File: config.mk
export PLATFORM = sky130hd
export DESIGN_NAME = cgra_cell
export DESIGN_NICKNAME = d
export VERILOG_FILES = /design/src/rtl/cgra_cell_pkg.sv /design/src/rtl/cgra_cell_ctrl.sv /design/src/rtl/cgra_cell_dp.sv /design/src/rtl/cgra_cell.sv
export SDC_FILE = /design/constraint.sdc
export NUM_CORES = 1
export LEC_CHECK = 0
export ABC_CLOCK_PERIOD_IN_PS = 27600
export BUFFER_PORTS_ARGS = -buffer_cell sky130_fd_sc_hd__buf_4
export CAP_MARGIN = 10
export CORE_ASPECT_RATIO = 0.7
export CORE_MARGIN = 1
export CORE_UTILIZATION = 68
export CTS_CLUSTER_DIAMETER = 80
export DETAILED_ROUTE_END_ITERATION = 10
export GPL_TIMING_DRIVEN = 1
export PLACE_DENSITY = 0.88
export SYNTH_ARGS = -nofsm -noshare
export SYNTH_HDL_FRONTEND = slang
export SYNTH_SLANG_ARGS = --single-unit
File: constraint.sdc
create_clock -name clk -period 27.6 [get_ports clk]
set_input_delay 1.38 -clock clk [delete_from_list [all_inputs] [get_ports clk]]
set_output_delay 1.38 -clock clk [all_outputs]
set_load 0.03 [all_outputs]
File: src/rtl/cgra_cell_pkg.sv
package cgra_cell_pkg;
  localparam int DW    = 16;
  localparam int CTXN  = 8;
  localparam int CTXW  = $clog2(CTXN);
  localparam int MEMN  = 16;
  localparam int MEMAW = $clog2(MEMN);
  localparam int SHW   = 4;

  typedef enum logic [3:0] {
    OP_ADD = 4'd0, OP_SUB = 4'd1, OP_AND = 4'd2, OP_OR = 4'd3,
    OP_XOR = 4'd4, OP_MUL = 4'd5, OP_PASS = 4'd6, OP_SHL = 4'd7
  } op_e;

  typedef enum logic [2:0] {
    SRC_N = 3'd0, SRC_S = 3'd1, SRC_E = 3'd2, SRC_W = 3'd3,
    SRC_MEM = 3'd4, SRC_CONST = 3'd5, SRC_FB = 3'd6, SRC_ZERO = 3'd7
  } src_e;

  typedef struct packed {
    op_e              op;
    src_e             selA;
    src_e             selB;
    logic [DW-1:0]    konst;
    logic [SHW-1:0]   shamt;
    logic             memWe;
    logic [MEMAW-1:0] memAddr;
  } cfg_t;

  localparam int CFGW = $bits(cfg_t);

  typedef struct packed {
    logic step;
    cfg_t cfg;
  } ctl_t;
endpackage

File: src/rtl/cgra_cell_ctrl.sv
module cgra_cell_ctrl
  import cgra_cell_pkg::*;
#(
  parameter int NCTX = CTXN,
  localparam int IW = $clog2(NCTX)
) (
  input  logic            clk,
  input  logic            rst,
  input  logic            run,
  input  logic            cfgWe,
  input  logic [IW-1:0]   cfgIdx,
  input  logic [CFGW-1:0] cfgWord,
  input  logic [IW-1:0]   lastCtx,
  output ctl_t            ctl,
  output logic [IW-1:0]   ctxIdx
);
  cfg_t cfgMem [NCTX];
  logic [IW-1:0] ctxQ;

  // loads only accepted while halted so the active word never changes mid-run
  always_ff @(posedge clk) begin
    if (cfgWe && !run) cfgMem[cfgIdx] <= cfg_t'(cfgWord);
  end

  always_ff @(posedge clk) begin
    if (rst)                  ctxQ <= '0;
    else if (run) begin
      if (ctxQ >= lastCtx)    ctxQ <= '0;
      else                    ctxQ <= ctxQ + IW'(1);
    end
  end

  always_comb begin
    ctl.step = run && !rst;
    ctl.cfg  = cfgMem[ctxQ];
  end

  assign ctxIdx = ctxQ;
endmodule

File: src/rtl/cgra_cell_dp.sv
module cgra_cell_dp
  import cgra_cell_pkg::*;
#(
  parameter int W = DW,
  parameter int NMEM = MEMN
) (
  input  logic         clk,
  input  logic         rst,
  input  ctl_t         ctl,
  input  logic [W-1:0] nIn,
  input  logic [W-1:0] sIn,
  input  logic [W-1:0] eIn,
  input  logic [W-1:0] wIn,
  output logic [W-1:0] result
);
  logic [W-1:0] scratch [NMEM];
  logic [W-1:0] resQ;
  logic [W-1:0] memRd;
  logic [W-1:0] opnd [2];
  src_e         sel  [2];
  logic [W-1:0] aluOut;
  logic [W-1:0] shifted;
  logic [2*W-1:0] prod;

  assign memRd  = scratch[ctl.cfg.memAddr];
  assign sel[0] = ctl.cfg.selA;
  assign sel[1] = ctl.cfg.selB;

  for (genvar g = 0; g < 2; g++) begin : g_opmux
    always_comb begin
      unique case (sel[g])
        SRC_N:     opnd[g] = nIn;
        SRC_S:     opnd[g] = sIn;
        SRC_E:     opnd[g] = eIn;
        SRC_W:     opnd[g] = wIn;
        SRC_MEM:   opnd[g] = memRd;
        SRC_CONST: opnd[g] = ctl.cfg.konst;
        SRC_FB:    opnd[g] = resQ;
        default:   opnd[g] = '0;
      endcase
    end
  end

  assign prod = opnd[0] * opnd[1];

  always_comb begin
    case (ctl.cfg.op)
      OP_ADD:  aluOut = opnd[0] + opnd[1];
      OP_SUB:  aluOut = opnd[0] - opnd[1];
      OP_AND:  aluOut = opnd[0] & opnd[1];
      OP_OR:   aluOut = opnd[0] | opnd[1];
      OP_XOR:  aluOut = opnd[0] ^ opnd[1];
      OP_MUL:  aluOut = prod[W-1:0];
      OP_PASS: aluOut = opnd[0];
      OP_SHL:  aluOut = opnd[0] << opnd[1][SHW-1:0];
      default: aluOut = '0;
    endcase
  end

  assign shifted = aluOut >> ctl.cfg.shamt;

  always_ff @(posedge clk) begin
    if (rst)           resQ <= '0;
    else if (ctl.step) resQ <= shifted;
  end

  always_ff @(posedge clk) begin
    if (ctl.step && ctl.cfg.memWe) scratch[ctl.cfg.memAddr] <= shifted;
  end

  assign result = resQ;
endmodule

File: src/rtl/cgra_cell.sv
module cgra_cell
  import cgra_cell_pkg::*;
#(
  parameter int NCTX = CTXN,
  localparam int IW = $clog2(NCTX)
) (
  input  logic            clk,
  input  logic            rst,
  input  logic            run,
  input  logic            cfgWe,
  input  logic [IW-1:0]   cfgIdx,
  input  logic [CFGW-1:0] cfgWord,
  input  logic [IW-1:0]   lastCtx,
  input  logic [DW-1:0]   nIn,
  input  logic [DW-1:0]   sIn,
  input  logic [DW-1:0]   eIn,
  input  logic [DW-1:0]   wIn,
  output logic [DW-1:0]   result,
  output logic [IW-1:0]   ctxIdx
);
  ctl_t ctl;

  cgra_cell_ctrl #(.NCTX(NCTX)) u_ctrl (
    .clk(clk), .rst(rst), .run(run), .cfgWe(cfgWe), .cfgIdx(cfgIdx),
    .cfgWord(cfgWord), .lastCtx(lastCtx), .ctl(ctl), .ctxIdx(ctxIdx)
  );

  cgra_cell_dp #(.W(DW), .NMEM(MEMN)) u_dp (
    .clk(clk), .rst(rst), .ctl(ctl), .nIn(nIn), .sIn(sIn), .eIn(eIn),
    .wIn(wIn), .result(result)
  );
endmodule

Word level (Yosys, flattened, before mapping)
Memories as Yosys holds them, arrays and structs flattened. A register that Yosys moved wholly into a read port is not among the register bits.
Index checks and enable logic that the tools add are counted.
{"block": "word_totals", "latchBits": 0, "out_inout_bits": 19, "ram_bits": 536, "reg_bits": 19, "mem_bits_ro": 0, "wordCells": 51, "inputBits": 109, "memories": 2}
{"block": "op_classes", "n_lt_le_gt_ge": 1, "n_mul": 1, "n_shift": 2, "bitwise_logic": 3, "n_eq_ne": 19, "n_div": 0, "n_addsub": 3, "mux": 10, "reduce_logical": 8}
{"memory": "u_ctrl.cfgMem", "depth": 8, "width": 35, "rd": 1, "rd_ports_with_merged_regs": 1, "write_ports": 1, "line_no": "cgra_cell_ctrl.sv:17", "text": "cfg_t cfgMem [NCTX];"}
{"memory": "u_dp.scratch", "depth": 16, "width": 16, "rd": 1, "rd_ports_with_merged_regs": 0, "write_ports": 1, "line_no": "cgra_cell_dp.sv:16", "text": "logic [W-1:0] scratch [NMEM];"}
{"cell": "$pmux 16 s7", "count": 2}
{"cell": "$pmux 16 s8", "count": 1}
{"cell": "$eq 3x3->1 const B", "count": 6}
{"cell": "$add 16x16->16", "count": 1}
{"cell": "$and 16x16->16", "count": 1}
{"cell": "$eq 4x3->1 const B", "count": 4}
{"cell": "$mul 16x16->16", "count": 1}
{"cell": "$or 16x16->16", "count": 1}
{"cell": "$shl 16x4->16", "count": 1}
{"cell": "$shr 16x4->16", "count": 1}
{"cell": "$sub 16x16->16", "count": 1}
{"cell": "$xor 16x16->16", "count": 1}
{"cell": "$eq 3x2->1 const B", "count": 4}
{"cell": "$mux 3", "count": 3}
{"cell": "$eq 4x2->1 const B", "count": 2}
{"cell": "$eq 3x1->1 const B", "count": 2}
{"cell": "$logic_not 3->1", "count": 2}
{"cell": "$eq 4x1->1 const B", "count": 1}
{"cell": "$logic_not 4->1", "count": 1}
{"cell": "$mux 1", "count": 4}
{"cell": "$add 3x1->3 const B", "count": 1}
{"cell": "$ge 3x3->1", "count": 1}
{"cell": "$logic_and 1x1->1", "count": 3}
{"cell": "$logic_not 1->1", "count": 2}

Logic depth before layout (Yosys ltp)
Gate-level depths: netlist of run 1.
{"block": "depth", "word_depth": 5, "mapped_depth": 42, "mapped_depth_nobuf": 37}

Cells and area by module
From an unflattened synthesis of run 1, not the netlist that was laid out.
{"block": "unflattened", "cells_unflattened": 2158, "hier_area_um2": 31048.5}
{"module": "cgra_cell_dp", "cells_per_inst": 1710, "area_each_um2": 19915.4, "seq_area_each_um2": 8007.7, "n_inst": 1}
{"module": "cgra_cell_ctrl", "cells_per_inst": 448, "area_each_um2": 11133.2, "seq_area_each_um2": 8528.2, "n_inst": 1}

Worst setup path before layout of run 1
No wires, ideal clock.
{"block": "synth_path", "kind": "register to register", "from": "register with a tool-made name", "to": "memory u_dp.scratch[0][7] (netlist name) (data pin)", "setup_slack_ps": 18569, "period_less_slack_ps": 9031, "stages_incl_launch_ff": 33, "required_ps": 27310, "arrival_ps": 8740, "path_cell_list": "dfxtp_1 -> buf_6 -> mux4_2 -> mux2i_2 -> buf_2 -> buf_4 -> buf_2 -> o21ai_0 -> nor2_1 -> buf_2 -> buf_1 -> nor2_1 -> fa_1 -> fa_1 -> ha_1 -> inv_1 -> fa_1 -> fa_1 -> fa_1 -> inv_1 -> ha_1 -> o21ai_0 -> a21boi_0 -> o21ai_0 -> a21oi_1 -> o21ai_0 -> nand2b_1 -> a21oi_1 -> xnor3_1 -> o311ai_4 -> o21ai_4 -> o31a_1 -> o21ai_1"}
{"element": "end: declaration", "line_no": "cgra_cell_dp.sv:16"}

==> results of run 1 <==
## cells in the mapped netlist (all sizes together) (20+ instances only)
cell / count
nor2: 219
nor3: 28
nand3: 29
mux2: 37
buf: 70
nand2: 206
o22ai: 23
fa: 81
and2: 20
xnor2: 39
a21oi: 87
edfxtp: 536
a22oi: 20
o21ai: 94
mux2i: 231
clkbuf: 53
dfxtp: 22
nand2b: 28
inv: 158
mux4: 70
ha: 102
## report_power, final
part	internal [mW]	switching, mW	leakage (nW)	total, mW
sequential	0.966	0.0126	5.06	0.979
combinational	0.584	0.880	7.06	1.46
clock	0.402	0.326	0.805	0.728
total	1.95	1.22	12.9	3.17
## registers in the layout, summed over array words and instances (netlist names), named ones only
name	flops
u_ctrl.cfgMem	280
u_dp.scratch	256
u_ctrl.ctxIdx	3
u_dp.result	16
## worst reg2reg max path: cells and delay by family, from the launching register on
kind | cells | cell delay, ns
and+or+nand+nor | 5 | 2.41
muxes | 3 | 1.44
buffers and inverters | 8 | 2.09
adders and majority gates | 7 | 2.72
DFF | 1 | 0.83
xor gates and xnor gates | 1 | 0.43
AOI/OAI and AO/OA | 11 | 2.52
## layout make-up
cell class              instances  area share
flip-flops and latches        558       0.475
clock buffers                  57      0.0367
well taps                     603      0.0217
multi-input cells            1618       0.396
clock inverters                35      0.0117
repair buffers                196      0.0422
inverters                     160      0.0173
## cells by family after synthesis
group / Yosys count / share of synthesized area
mux: 338 / 0.137
compound gates: 423 / 0.0967
simple gates: 619 / 0.0904
buf+inv: 283 / 0.0401
flops: 558 / 0.526
xor+xnor: 55 / 0.0179
fa+ha+maj: 183 / 0.0921
## worst paths after layout
path                                       from                   end  slack [ns]  depth (start not counted)
worst max register to register        flip-flop  u_dp.scratch[13][10]       14.75                         35
worst min register to register  u_dp.result[15]       u_dp.result[15]        0.55                          2
worst min-delay path            u_dp.result[15]       u_dp.result[15]        0.55                          2
worst max-delay path                  flip-flop  u_dp.scratch[13][10]       14.75                         35
## layer usage
metal	routed length, um	vias to the layer above	global-route usage	share of wire
li1	-	9444	-	-
met1	36700	11400	0.606	0.36
met2	45400	2222	0.661	0.44
met3	15300	388	0.125	0.15
met4	4850	4	0.174	0.047
met5	34	-	0	0.00033
==> results.json, run 1 <==
{
  "status": "complete, no violations",
  "grt_overflow_total": 0,
  "clockBufferDepth": 3,
  "antennaDiodeCount": 0,
  "fin_util": 0.768,
  "hold_buffers": 0,
  "wl_per_cell_um": 31.7,
  "place_area_um2": 33100,
  "holdWs_ns": 0.554,
  "grt_pass1_wl_um": 150000,
  "fin_worst_skew_ns": 0.0608,
  "setup_tns_ns": 0,
  "io_buffer_count": 127,
  "antenna_found_initial": 4,
  "drt-pass1-iter-count": 10,
  "yosys.cell_types.count": 102,
  "grt_pass1_vias": 22900,
  "regArea_um2": 16500,
  "max_freq_mhz": 77.8,
  "wirelength_um": 102000,
  "cap_violations": 0,
  "ys.flop_type": "edfxtp_1",
  "cts_buffers": 50,
  "syn_inst": 2459,
  "multi_input_area_um2": 13800,
  "cp_data_required_time_ns": 27.83,
  "grt_max_degree": 70,
  "syn_area_um2": 31500,
  "mostFrequentLayoutCells": "536 x edfxtp_1, 223 x mux2i_1, 210 x nor2_1",
  "place.gp.congestion": 1.07,
  "async_reset_ff_frac": 0,
  "fin_ws_ns": 14.75,
  "synthesis.nets": 2751,
  "setup_violations": 0,
  "fp.dieH_um": 182,
  "avgSynthCellArea_um2": 12.8,
  "drive_above_1_share": 0.173,
  "rows": 65,
  "drc": 0,
  "synth.top_cell.area_share": 0.512,
  "avgViaCountPerCell": 7.27,
  "die_w_um": 259,
  "finalPower_mw": 3.17,
  "path_buf_inv": 8,
  "hpwl_um": 69000,
  "max_slew_margin": 0.0862,
  "arrival_ns": 13.09,
  "nFillCells": 2634,
  "worstSetupEndpointType": "flip-flop",
  "drv_slew": 0,
  "finalCritPeriodShare": 0.466,
  "tightest_slew_ns": 1.37,
  "cp_slowest_cell": "nor4_1",
  "core-area_um2": 45400,
  "crit_type": "reg2reg",
  "antenna_left": 0,
  "final_common_cell": "edfxtp_1",
  "cts_tree": "built",
  "p_per_area_nw_per_um2": 91.0,
  "cp_common_cell": "inv_1",
  "critPathLaunchType": "flip-flop",
  "clkTransAtPathRegs_ns": 0.07,
  "vdd_drop_max_mv": 0.159,
  "dieArea_um2": 47100,
  "final_area_um2": 34800,
  "slowest_delay_ns": 1.07,
  "worstSkewPairLatency_ns": 0.62,
  "cp_top_family": "adder cells",
  "crit_fanout": 69,
  "dp_cells": 3133,
  "cts_root_buf": "clkbuf_16",
  "pre_cts_slack_ns": 15.22,
  "yosysWarnings": 0,
  "ios": 128,
  "fin_cells": 3227,
  "holdCritPathClass": "reg2reg",
  "drt_iter0_drc": 4200,
  "synth-seq-area-share": 0.526,
  "ys_ff_latch": 558,
  "nets": 2876,
  "cts.sinks": 558,
  "synth_edf_count": 536,
  "finalCriticalPeriod_ns": 12.85,
  "grt_usage": 0.439,
  "num_vias": 23500,
  "power_leakage_nw": 12.9,
  "hold_viol": 0,
  "initial_utilization": 0.693,
  "post-synth-top-area-cell": "edfxtp_1",
  "syn_to_final_growth_pct": 10.8,
  "htreeDepth": 2,
  "postCtsSetupBuffers": 0,
  "rsz0062_at_grt": "no",
  "yosys-top-cells-area": "edfxtp_1 51%, mux2i_1 7.3%, fa_1 5.2%",
  "ctsResizeCount": 0
}
Note: power is estimated with default switching activity, not from simulation.
==> run 2, diff against run 1 <==
--- a/config.mk
+++ b/config.mk
@@ -5,16 +5,16 @@
 export SDC_FILE = /design/constraint.sdc
 export NUM_CORES = 1
 export LEC_CHECK = 0
-export ABC_CLOCK_PERIOD_IN_PS = 27600
+export ABC_CLOCK_PERIOD_IN_PS = 13300
 export BUFFER_PORTS_ARGS = -buffer_cell sky130_fd_sc_hd__buf_4
 export CAP_MARGIN = 10
 export CORE_ASPECT_RATIO = 0.7
 export CORE_MARGIN = 1
-export CORE_UTILIZATION = 68
+export CORE_UTILIZATION = 63
 export CTS_CLUSTER_DIAMETER = 80
 export DETAILED_ROUTE_END_ITERATION = 10
 export GPL_TIMING_DRIVEN = 1
-export PLACE_DENSITY = 0.88
+export PLACE_DENSITY = 0.82
 export SYNTH_ARGS = -nofsm -noshare
 export SYNTH_HDL_FRONTEND = slang
 export SYNTH_SLANG_ARGS = --single-unit
==> constraint.sdc (replaced) <==
create_clock -name clk -period 13.3 [get_ports clk]
set_input_delay 0.665 -clock clk [delete_from_list [all_inputs] [get_ports clk]]
set_output_delay 0.665 -clock clk [all_outputs]
set_load 0.03 [all_outputs]
==> run 2 against run 1 <==
Non-clock buffer count rose by 6. Die area rose by 7.9%. Power rose by 110%. Critical path type unchanged. Largest cell class unchanged.
==> results.json, run 2 (synthesis gave the netlist of run 1 again) <==
{
  "p_switching_mw": 2.48,
  "finalCritPeriodShare": 0.871,
  "final_area_um2": 35000,
  "slowest_delay_ns": 0.93,
  "nFillCells": 3211,
  "drv_slew": 0,
  "drt_iter0_drc": 3419,
  "wirelength_um": 97700,
  "cts_tree": "built",
  "arrival_ns": 11.82,
  "internal_power_mw": 4.10,
  "multi_input_area_um2": 13800,
  "nets": 2882,
  "place.gp.congestion": 1.05,
  "largest_reg_flops": 280,
  "grt_pass1_vias": 22400,
  "regMostFlops": "u_ctrl.cfgMem",
  "fin_ws_ns": 1.71,
  "drive_above_1_share": 0.178,
  "tightest_slew_ns": 1.12,
  "p_comb_frac": 0.459,
  "clockBufferDepth": 3,
  "syn_to_final_growth_pct": 11.3,
  "clkPwrFrac": 0.233,
  "met1_usage": 0.553,
  "fin_worst_skew_ns": 0.0485,
  "ctsResizeCount": 0,
  "num_vias": 22400,
  "io_buffer_count": 127,
  "cts_root_buf": "clkbuf_16",
  "avgViaCountPerCell": 6.80,
  "cts_buffers": 50,
  "crit_fanout": 50,
  "grt_use_met3": 0.105,
  "pre_cts_slack_ns": 2.14,
  "r2r_slack_ns": 1.71,
  "use_met2": 0.588,
  "core-area_um2": 49300,
  "p_per_area_nw_per_um2": 188,
  "crit-reg2reg-capture": "u_dp.scratch[10][7]",
  "postCtsSetupBuffers": 0,
  "grt_overflow_total": 0,
  "mostFrequentLayoutCells": "536 x edfxtp_1, 223 x mux2i_1, 206 x nor2_1",
  "ios": 128,
  "worstSetupEndpointType": "flip-flop",
  "max_slew_margin": 0.246,
  "grt_max_degree": 52,
  "hpwl_um": 67600,
  "cp_top_family": "compound AO/OA/AOI/OAI gates",
  "wl_per_cell_um": 29.6,
  "whs_endpoint": "u_ctrl.cfgMem[1][1]",
  "drc": 0,
  "cp_common_cell": "inv_1",
  "p_seq_frac": 0.309,
  "initial_utilization": 0.639,
  "max_freq_mhz": 86.3,
  "rows": 68,
  "antenna_left": 0,
  "cap_violations": 0,
  "die_w_um": 269,
  "cp_slowest_cell": "mux4_4",
  "holdWs_ns": 0.289,
  "critPathLaunchType": "flip-flop",
  "vdd_drop_max_mv": 0.259,
  "status": "complete, no violations",
  "worstSkewPairLatency_ns": 0.60,
  "hold_buffers": 0,
  "setup_violations": 0,
  "cts.sinks": 558,
  "dieArea_um2": 50900,
  "crit_type": "reg2reg",
  "min-delay-start": "cfgWord[1]",
  "hold_viol": 0,
  "drt-pass1-iter-count": 7,
  "busiest_layer": "met2",
  "grt_usage": 0.389,
  "htreeDepth": 2,
  "path_buf_inv": 7,
  "place_area_um2": 33300,
  "clkTransAtPathRegs_ns": 0.07,
  "grt_pass1_wl_um": 144000,
  "power_leakage_nw": 13.0,
  "setup_tns_ns": 0,
  "min_path_cells": 1,
  "antenna_found_initial": 4,
  "cp_data_required_time_ns": 13.53,
  "swShare": 0.377,
  "fp.dieH_um": 189,
  "reg2regPathDepth": 34,
  "regArea_um2": 16500,
  "holdCritPathClass": "in2reg",
  "finalPower_mw": 6.58,
  "rsz0062_at_grt": "no",
  "final_common_cell": "edfxtp_1",
  "finalCriticalPeriod_ns": 11.59
}
[run 2: final cells by class]
type,instances,share of cell area
clock buffer,66,0.0386
antenna,3,0.000214
clock inverter,25,0.0106
inverter,160,0.0172
sequential,558,0.472
timing repair buffer,202,0.0433
tap,665,0.0238
multi-input combinational,1618,0.394
[run 2: power groups by stage]
stage	Combinational (mW)	Sequential, mW	Clock, mW
after global placement	2.88	2.06	0
after floorplan	2.12	2.06	0
after global routing	3.28	2.03	1.59
after CTS	2.97	2.03	1.53
after detailed placement	2.94	2.07	0
final	3.02	2.03	1.53
[run 2: worst max path at each step]
stage / from / end / slack [ns] / cells past startpoint
2_1_floorplan: flip-flop / u_dp.scratch[0][7] / 4.27 / 32
3_3_place_gp: flip-flop / u_dp.scratch[4][7] / 2.33 / 34
3_5_place_dp: flip-flop / u_dp.scratch[14][7] / 2.14 / 34
4_1_cts: flip-flop / u_dp.scratch[10][7] / 1.98 / 34
5_1_grt: flip-flop / u_dp.scratch[5][7] / 1.39 / 34
6_report: flip-flop / u_dp.scratch[10][7] / 1.71 / 34
[run 2: worst register-to-register path: cells and delay by family (launching register included)]
| family | cells | cell delay [ns] |
|---|---|---|
| mux | 3 | 1.54 |
| fa+ha+maj | 7 | 2.69 |
| buf+inv | 7 | 1.04 |
| xor+xnor | 1 | 0.42 |
| simple gates | 3 | 1.10 |
| compound gates | 13 | 3.81 |
| flops | 1 | 0.63 |
[run 2: metal layers]
layer / share of wire / vias up
li1: - / 9459
met1: 0.39 / 11100
met2: 0.44 / 1580
met3: 0.13 / 261
met4: 0.032 / 4
met5: 0.00032 / -
[run 2: per-stage QoR]
| step | cells | utilization |
|---|---|---|
| final | 3297 | 0.711 |
| after global routing | 3295 | 0.711 |
| after CTS | 3294 | 0.711 |
| after detailed placement | 3203 | 0.676 |
| after global placement | 3203 | 0.676 |
| after floorplan | 2459 | - |
